**src/rtl/ct_pkg.sv**
```systemverilog
package ct_pkg;
  localparam int ADDR_W   = 3;
  localparam int PRE_TAPS = 4;
  localparam int SEL_SPAN = 8;

  typedef struct packed {
    logic [1:0] cap_edge;  // [5:4] 01 rise, 10 fall, 11 both
    logic       phase;     // [3]   quadrature mode
    logic [2:0] clk_sel;   // [2:0] prescaler tap / cascade
  } ch_ctrl_t;

  localparam int CTRL_W = $bits(ch_ctrl_t);

  localparam logic [ADDR_W-1:0] A_CTRL_HI = 3'd0;
  localparam logic [ADDR_W-1:0] A_CTRL_LO = 3'd1;
  localparam logic [ADDR_W-1:0] A_RUN     = 3'd2;
  localparam logic [ADDR_W-1:0] A_LOAD_HI = 3'd3;
  localparam logic [ADDR_W-1:0] A_LOAD_LO = 3'd4;

  localparam logic [2:0] CSEL_CASCADE = 3'b111;
endpackage

```
**src/rtl/ct_sync.sv**
```systemverilog
module ct_sync #(
  parameter int W      = 1,
  parameter int STAGES = 2
) (
  input  logic         clk,
  input  logic         rst,
  input  logic [W-1:0] d,
  output logic [W-1:0] q
);
  logic [STAGES-1:0][W-1:0] stg;

  always_ff @(posedge clk) begin
    if (rst) begin
      stg <= '0;
    end else begin
      stg[0] <= d;
      for (int i = 1; i < STAGES; i++) stg[i] <= stg[i-1];
    end
  end

  assign q = stg[STAGES-1];
endmodule

```
**src/rtl/ct_prescaler.sv**
```systemverilog
module ct_prescaler #(
  parameter int TAPS = 4,
  parameter int STEP = 2
) (
  input  logic            clk,
  input  logic            rst,
  output logic [TAPS-1:0] tick
);
  localparam int PW = STEP * (TAPS - 1);

  logic [PW-1:0] div_cnt;

  always_ff @(posedge clk) begin
    if (rst) div_cnt <= '0;
    else     div_cnt <= div_cnt + 1'b1;
  end

  assign tick[0] = 1'b1;
  for (genvar g = 1; g < TAPS; g++) begin : g_tap
    assign tick[g] = &div_cnt[STEP*g-1:0];
  end
endmodule

```
**src/rtl/ct_quad.sv**
```systemverilog
module ct_quad #(
  parameter int SYNC_STAGES = 2
) (
  input  logic clk,
  input  logic rst,
  input  logic pin_a,
  input  logic pin_b,
  output logic step_up,
  output logic step_dn
);
  logic [1:0] ab_s, ab_prev;
  logic a_chg, b_chg, one_chg, fwd;

  ct_sync #(.W(2), .STAGES(SYNC_STAGES)) u_sync (
    .clk(clk), .rst(rst), .d({pin_a, pin_b}), .q(ab_s)
  );

  always_ff @(posedge clk) begin
    if (rst) ab_prev <= '0;
    else     ab_prev <= ab_s;
  end

  assign a_chg   = ab_s[1] ^ ab_prev[1];
  assign b_chg   = ab_s[0] ^ ab_prev[0];
  assign one_chg = a_chg ^ b_chg;
  // A leading B: A moves to differ from B, or B moves to match A
  assign fwd     = a_chg ? (ab_s[1] != ab_s[0]) : (ab_s[1] == ab_s[0]);
  assign step_up = one_chg & fwd;
  assign step_dn = one_chg & ~fwd;

  // a step in either direction only follows a single-pin change
  p_step_needs_change_r7: assert property (@(posedge clk) disable iff (rst)
    (step_up || step_dn) |-> (ab_s != ab_prev) && !(a_chg && b_chg));
endmodule

```
**src/rtl/ct_channel.sv**
```systemverilog
module ct_channel #(
  parameter int CNT_W       = 16,
  parameter int SYNC_STAGES = 2
) (
  input  logic             clk,
  input  logic             rst,
  input  logic             run,
  input  logic             load_en,
  input  logic [CNT_W-1:0] load_val,
  input  logic             inc,
  input  logic             dec,
  input  logic             cap_pin,
  input  logic [1:0]       cap_edge,
  output logic [CNT_W-1:0] cnt,
  output logic [CNT_W-1:0] capt,
  output logic             wrap_up,
  output logic             wrap_dn
);
  logic cap_s, cap_prev, rise, fall, cap_fire;
  logic go_up, go_dn;

  ct_sync #(.W(1), .STAGES(SYNC_STAGES)) u_cap_sync (
    .clk(clk), .rst(rst), .d(cap_pin), .q(cap_s)
  );

  always_ff @(posedge clk) begin
    if (rst) cap_prev <= 1'b0;
    else     cap_prev <= cap_s;
  end

  assign rise     = cap_s & ~cap_prev;
  assign fall     = ~cap_s & cap_prev;
  assign cap_fire = (cap_edge[0] & rise) | (cap_edge[1] & fall);

  assign go_up   = run & ~load_en & inc & ~dec;
  assign go_dn   = run & ~load_en & dec & ~inc;
  assign wrap_up = go_up & (cnt == '1);
  assign wrap_dn = go_dn & (cnt == '0);

  always_ff @(posedge clk) begin
    if (rst)          cnt <= '0;
    else if (load_en) cnt <= load_val;
    else if (go_up)   cnt <= cnt + 1'b1;
    else if (go_dn)   cnt <= cnt - 1'b1;
  end

  always_ff @(posedge clk) begin
    if (rst)           capt <= '0;
    else if (cap_fire) capt <= cnt;
  end

  p_hold_when_stopped_r3: assert property (@(posedge clk) disable iff (rst)
    (!run && !load_en) |=> $stable(cnt));

  p_load_wins_r2: assert property (@(posedge clk) disable iff (rst)
    load_en |=> (cnt == $past(load_val)));

  p_capture_old_value_r9: assert property (@(posedge clk) disable iff (rst)
    cap_fire |=> (capt == $past(cnt)));

  p_no_capture_when_off_r9: assert property (@(posedge clk) disable iff (rst)
    (cap_edge == 2'b00) |=> $stable(capt));
endmodule

```
**src/rtl/casc_timer32.sv**
```systemverilog
module casc_timer32 #(
  parameter int CNT_W       = 16,
  parameter int SYNC_STAGES = 2,
  parameter int PRE_STEP    = 2
) (
  input  logic                      clk,
  input  logic                      rst,
  input  logic                      wr_en,
  input  logic [ct_pkg::ADDR_W-1:0] wr_addr,
  input  logic [CNT_W-1:0]          wr_data,
  input  logic                      hi_pin_a,
  input  logic                      hi_pin_b,
  input  logic                      lo_pin_a,
  input  logic                      lo_pin_b,
  input  logic                      hi_cap_pin,
  input  logic                      lo_cap_pin,
  output logic [CNT_W-1:0]          cnt_hi,
  output logic [CNT_W-1:0]          cnt_lo,
  output logic [CNT_W-1:0]          capt_hi,
  output logic [CNT_W-1:0]          capt_lo
);
  import ct_pkg::*;

  ch_ctrl_t ctrl_hi, ctrl_lo;
  logic     run_hi, run_lo;
  logic     ld_hi, ld_lo;
  logic [PRE_TAPS-1:0] tick;
  logic [SEL_SPAN-1:0] tick_ext;
  logic hq_up, hq_dn, lq_up, lq_dn;
  logic hi_inc, hi_dec, lo_inc, lo_dec;
  logic lo_wrap_up, lo_wrap_dn, hi_wrap_up, hi_wrap_dn;
  logic hi_cascade;

  // register write port
  always_ff @(posedge clk) begin
    if (rst) begin
      ctrl_hi <= '0;
      ctrl_lo <= '0;
      run_hi  <= 1'b0;
      run_lo  <= 1'b0;
    end else if (wr_en) begin
      case (wr_addr)
        A_CTRL_HI: ctrl_hi <= ch_ctrl_t'(wr_data[CTRL_W-1:0]);
        A_CTRL_LO: ctrl_lo <= ch_ctrl_t'(wr_data[CTRL_W-1:0]);
        A_RUN: begin
          run_hi <= wr_data[0];
          run_lo <= wr_data[1];
        end
        default: ;
      endcase
    end
  end

  assign ld_hi = wr_en && (wr_addr == A_LOAD_HI);
  assign ld_lo = wr_en && (wr_addr == A_LOAD_LO);

  ct_prescaler #(.TAPS(PRE_TAPS), .STEP(PRE_STEP)) u_pre (
    .clk(clk), .rst(rst), .tick(tick)
  );
  // codes past the last tap fall back to every cycle
  assign tick_ext = {{(SEL_SPAN-PRE_TAPS){1'b1}}, tick};

  ct_quad #(.SYNC_STAGES(SYNC_STAGES)) u_quad_hi (
    .clk(clk), .rst(rst), .pin_a(hi_pin_a), .pin_b(hi_pin_b),
    .step_up(hq_up), .step_dn(hq_dn)
  );
  ct_quad #(.SYNC_STAGES(SYNC_STAGES)) u_quad_lo (
    .clk(clk), .rst(rst), .pin_a(lo_pin_a), .pin_b(lo_pin_b),
    .step_up(lq_up), .step_dn(lq_dn)
  );

  // lower channel source
  always_comb begin
    if (ctrl_lo.phase) begin
      lo_inc = lq_up;
      lo_dec = lq_dn;
    end else begin
      lo_inc = tick_ext[ctrl_lo.clk_sel];
      lo_dec = 1'b0;
    end
  end

  // upper channel source: phase mode overrides the clock select
  assign hi_cascade = !ctrl_hi.phase && (ctrl_hi.clk_sel == CSEL_CASCADE);

  always_comb begin
    if (ctrl_hi.phase) begin
      hi_inc = hq_up;
      hi_dec = hq_dn;
    end else if (hi_cascade) begin
      hi_inc = lo_wrap_up;
      hi_dec = lo_wrap_dn;
    end else begin
      hi_inc = tick_ext[ctrl_hi.clk_sel];
      hi_dec = 1'b0;
    end
  end

  ct_channel #(.CNT_W(CNT_W), .SYNC_STAGES(SYNC_STAGES)) u_ch_lo (
    .clk(clk), .rst(rst), .run(run_lo), .load_en(ld_lo), .load_val(wr_data),
    .inc(lo_inc), .dec(lo_dec), .cap_pin(lo_cap_pin), .cap_edge(ctrl_lo.cap_edge),
    .cnt(cnt_lo), .capt(capt_lo), .wrap_up(lo_wrap_up), .wrap_dn(lo_wrap_dn)
  );

  ct_channel #(.CNT_W(CNT_W), .SYNC_STAGES(SYNC_STAGES)) u_ch_hi (
    .clk(clk), .rst(rst), .run(run_hi), .load_en(ld_hi), .load_val(wr_data),
    .inc(hi_inc), .dec(hi_dec), .cap_pin(hi_cap_pin), .cap_edge(ctrl_hi.cap_edge),
    .cnt(cnt_hi), .capt(capt_hi), .wrap_up(hi_wrap_up), .wrap_dn(hi_wrap_dn)
  );

  p_cascade_up_r5: assert property (@(posedge clk) disable iff (rst)
    (hi_cascade && lo_wrap_up && run_hi && !ld_hi)
      |=> (cnt_hi == $past(cnt_hi) + 1'b1) && (cnt_lo == '0));

  p_cascade_dn_r6: assert property (@(posedge clk) disable iff (rst)
    (hi_cascade && lo_wrap_dn && run_hi && !ld_hi)
      |=> (cnt_hi == $past(cnt_hi) - 1'b1) && (cnt_lo == '1));

  p_no_underflow_outside_phase_r6: assert property (@(posedge clk) disable iff (rst)
    !ctrl_lo.phase |-> !lo_wrap_dn);

  p_phase_hi_ignores_cascade_r8: assert property (@(posedge clk) disable iff (rst)
    (ctrl_hi.phase && !hq_up && !hq_dn && !ld_hi) |=> $stable(cnt_hi));

  p_stopped_hi_ignores_wrap_r3: assert property (@(posedge clk) disable iff (rst)
    (!run_hi && !ld_hi && (lo_wrap_up || lo_wrap_dn)) |=> $stable(cnt_hi));

  p_upper_wrap_unused_r5: assert property (@(posedge clk) disable iff (rst)
    hi_wrap_up |=> (cnt_hi == '0));

  p_upper_wrap_dn_unused_r6: assert property (@(posedge clk) disable iff (rst)
    hi_wrap_dn |=> (cnt_hi == '1));
endmodule

```
**config.mk**
```make
export PLATFORM = sky130hd
export DESIGN_NAME = casc_timer32
export DESIGN_NICKNAME = d
export VERILOG_FILES = /design/src/rtl/ct_pkg.sv /design/src/rtl/ct_sync.sv /design/src/rtl/ct_prescaler.sv /design/src/rtl/ct_quad.sv /design/src/rtl/ct_channel.sv /design/src/rtl/casc_timer32.sv
export SDC_FILE = /design/constraint.sdc
export NUM_CORES = 1
export LEC_CHECK = 0
export ABC_AREA = 1
export BUFFER_PORTS_ARGS = -buffer_cell sky130_fd_sc_hd__buf_2
export CORE_ASPECT_RATIO = 1.1
export CORE_MARGIN = 2
export CORE_UTILIZATION = 60
export CTS_CLUSTER_SIZE = 28
export DETAILED_ROUTE_END_ITERATION = 8
export PLACE_DENSITY_LB_ADDON = 0.15
export SKIP_LAST_GASP = 1
export SLEW_MARGIN = 5
export SYNTH_ARGS = -nofsm -noshare
export SYNTH_HDL_FRONTEND = slang
export SYNTH_SLANG_ARGS = --single-unit
```
**constraint.sdc**
```tcl
create_clock -name clk -period 9.4 [get_ports clk]
set_input_delay 1.41 -clock clk [delete_from_list [all_inputs] [get_ports clk]]
set_output_delay 1.41 -clock clk [all_outputs]
set_load 0.03 [all_outputs]
```
==> flow_summary.ini <==
[worst_setup_path]
worstPathArrival_ns = 5.04
critical_path_class = input pin to register
reg2reg_depth = 16
cpPeakStageDelay_ns = 0.73
r2r_end = u_ch_lo.cnt[10]
r2r-start = u_pre.div_cnt[0]
path_cells = buf_2 > nor2_1 > inv_2 > nor3_4 > nor2_1 > nand3_1 > ha_1 > a21oi_1 > a21oi_1 > nor2_1 > o21ai_0 > a21boi_0 > inv_1 > or2_2 > nand3_1 > a21oi_1
critPathRequiredTime_ns = 9.67
crit_path_end_kind = register
critPathLaunchType = input pin
worstPathMaxFanout = 25
critical-path-slowest-cell = nor3_4
regToRegSetupSlack_ns = 5.55

[clock_tree]
cts-resized-gates = 0
cts_hold_buf = 0
clock_sinks = 102
htreeDepth = 3
root_buffer = clkbuf_8
cts_max_path_buffers = 2
cts_setup_buffers = 0
cts_buffers = 9
cts_tree = done
insertion_delay_ns = 0.38
clk_pin_slew_ns = 0.10

[global_route]
busiest_layer = met2
grt_max_degree = 70
met1_usage_pct = 37.8
met2_usage_pct = 46.4
overflow = 0
track_usage_pct = 28.3
grt_pass1_wl_mm = 22.7
use_met3_pct = 4.61
first_global_vias = 4875
antenna_found_initial = 0

[detailed_routing]
first_iter_violations = 238
ant_nets = 0
drc = 0
firstDrtPassIters = 5
drt_wl_total_mm = 13.9
vias = 5444
viasPerCell = 5.62
wl_per_cell_um = 14.4

[finish]
final_core_util_pct = 70.3
mostFrequentLayoutCells = nand2_1, a21oi_1, inv_1, dfxtp_1, buf_2
mostFrequentLayoutCell = nand2_1
fin_area_um2 = 6270
n_antenna_cell = 0
finalNetCount = 911
drive_gt1_share_pct = 16.7
area_growth_pct = 12.8

[sta]
slew_viol_final = 0
worstMarginPinSlew_ns = 1.20
slew-limit-headroom_pct = 19.6
rsz0062_at_grt = false
fin_ws_ns = 4.63
period_minus_slack_ns = 4.77
clock_skew_ns = 0.00858
finalSetupViolCount = 0
final.setup.tns_ns = 0
fin_crit_sh_pct = 50.7
hold_viol = 0
fmax_mhz = 210

[synthesis]
yosysSeqAreaShare_pct = 36.7
yosysUniqueCellTypes = 47
ys_seq_elements = 102
synth_edf_count = 0
syn-num-nets = 834
synthArstFlopShare_pct = 0
synthFlopType = dfxtp_1
yosysWarnings = 0
syn_area_um2 = 5560
syn_area_per_cell_um2 = 7.19
syn_inst = 773

[power]
powerDensity_nw_per_um2 = 166
power_leakage_nw = 2.93
worst_ir_drop_vdd_mv = 0.109
power_mw = 1.04

[worst_hold_path]
min_from = u_ch_lo.u_cap_sync.stg[0]
min_path_cells = 2
min_path_type = register to register
hold_end = u_ch_lo.u_cap_sync.q

[floorplanning]
rows = 36
dieArea_um2 = 10000
core_area_um2 = 8920
dieWidth_um = 95.8
die_height_um = 105
ios = 92
start_util_pct = 62.3

[placement]
dp_hpwl_mm = 10.1
dp_worst_setup_slack_ns = 4.27
port_buffers = 91
gp_congestion = 0.885
placed_cell_area_um2 = 6060

[flow_run]
drv_cap = 0

[run_status]
status = completed
## sequential cells by signal, indices dropped and copies added (netlist names), 2 cells and up
register,flops
u_ch_lo.capt,16
u_quad_lo.u_sync.stg,2
u_quad_hi.u_sync.stg,2
u_quad_lo.ab_prev,2
u_quad_hi.u_sync.q,2
u_quad_lo.u_sync.q,2
u_ch_lo.cnt,16
ctrl_lo,6
ctrl_hi,6
u_quad_hi.ab_prev,2
u_ch_hi.capt,16
u_pre.div_cnt,6
u_ch_hi.cnt,16
## how the worst max path moves through the flow
stage | startpoint | end
4_1_cts | wr_addr[1] | u_ch_lo.cnt[10]
3_3_place_gp | wr_addr[1] | u_ch_lo.cnt[10]
6_report | wr_addr[1] | u_ch_lo.cnt[10]
5_1_grt | wr_addr[1] | u_ch_lo.cnt[10]
3_5_place_dp | wr_addr[1] | u_ch_lo.cnt[10]
2_1_floorplan | wr_addr[1] | u_ch_hi.cnt[10]
## critical path, delay by kind of cell
kind / cells / cell delay [ns]
and+or+nand+nor: 7 / 2.12
AOI/OAI and AO/OA: 5 / 0.82
adders and majority gates: 1 / 0.41
buffers and inverters: 3 / 0.25
## where the power goes
part | total [mW] | internal [mW] | switching (mW)
Clock | 0.287 | 0.126 | 0.161
Sequential | 0.469 | 0.450 | 0.0193
Combinational | 0.282 | 0.103 | 0.178
Total | 1.04 | 0.679 | 0.359
## metal layers
layer  vias to the layer above  wire length [µm]
met4                         0               233
met2                       212              6670
met3                        23              1020
li1                       2724                 -
met5                         -                 0
met1                      2485              5990
## layout make-up
type / instances / area [µm²]
multi-input combinational: 532 / 2980
inverter: 111 / 417
fill: 784 / 2650
clock buffer: 9 / 124
timing repair buffer: 94 / 478
sequential: 102 / 2040
clock inverter: 7 / 78.8
tap: 114 / 143
## cell families (layout without fill, tap and decap cells)
logic type | after synthesis | count (layout) | synth area share, %
compound gates | 240 | 240 | 23.9
xor+xnor | 20 | 20 | 3.15
fa+ha+maj | 33 | 33 | 7.70
buf+inv | 139 | 221 | 9.77
flops | 102 | 102 | 36.7
simple gates | 239 | 239 | 18.7
## cells in the mapped netlist, drive strengths merged, types with 3 or more instances
library cell,count,share of area (%)
inv,110,7.4
o211ai,3,0.59
a21boi,3,0.41
buf,6,0.79
o21ai,95,8.7
ha,31,7.0
xor2,9,1.4
a21oi,109,10
a311oi,3,0.70
nand2,122,8.7
nand3,31,2.8
nor4,3,0.34
nor3,11,1.2
a31oi,15,1.7
a21o,3,0.41
or2,6,0.68
dfxtp,102,37
nor2,58,4.0
xnor2,11,1.7
clkbuf,22,1.5
nand4,5,0.56
## stage by stage
| step | std cells | hold slack, ns |
|---|---|---|
| detailed placement | 953 | 0.398 |
| CTS | 969 | 0.411 |
| global route | 969 | 0.432 |
| floorplan | 773 | 0.388 |
| global placement | 953 | 0.392 |
| finish | 969 | 0.409 |
(Power assumes the default switching activity.)
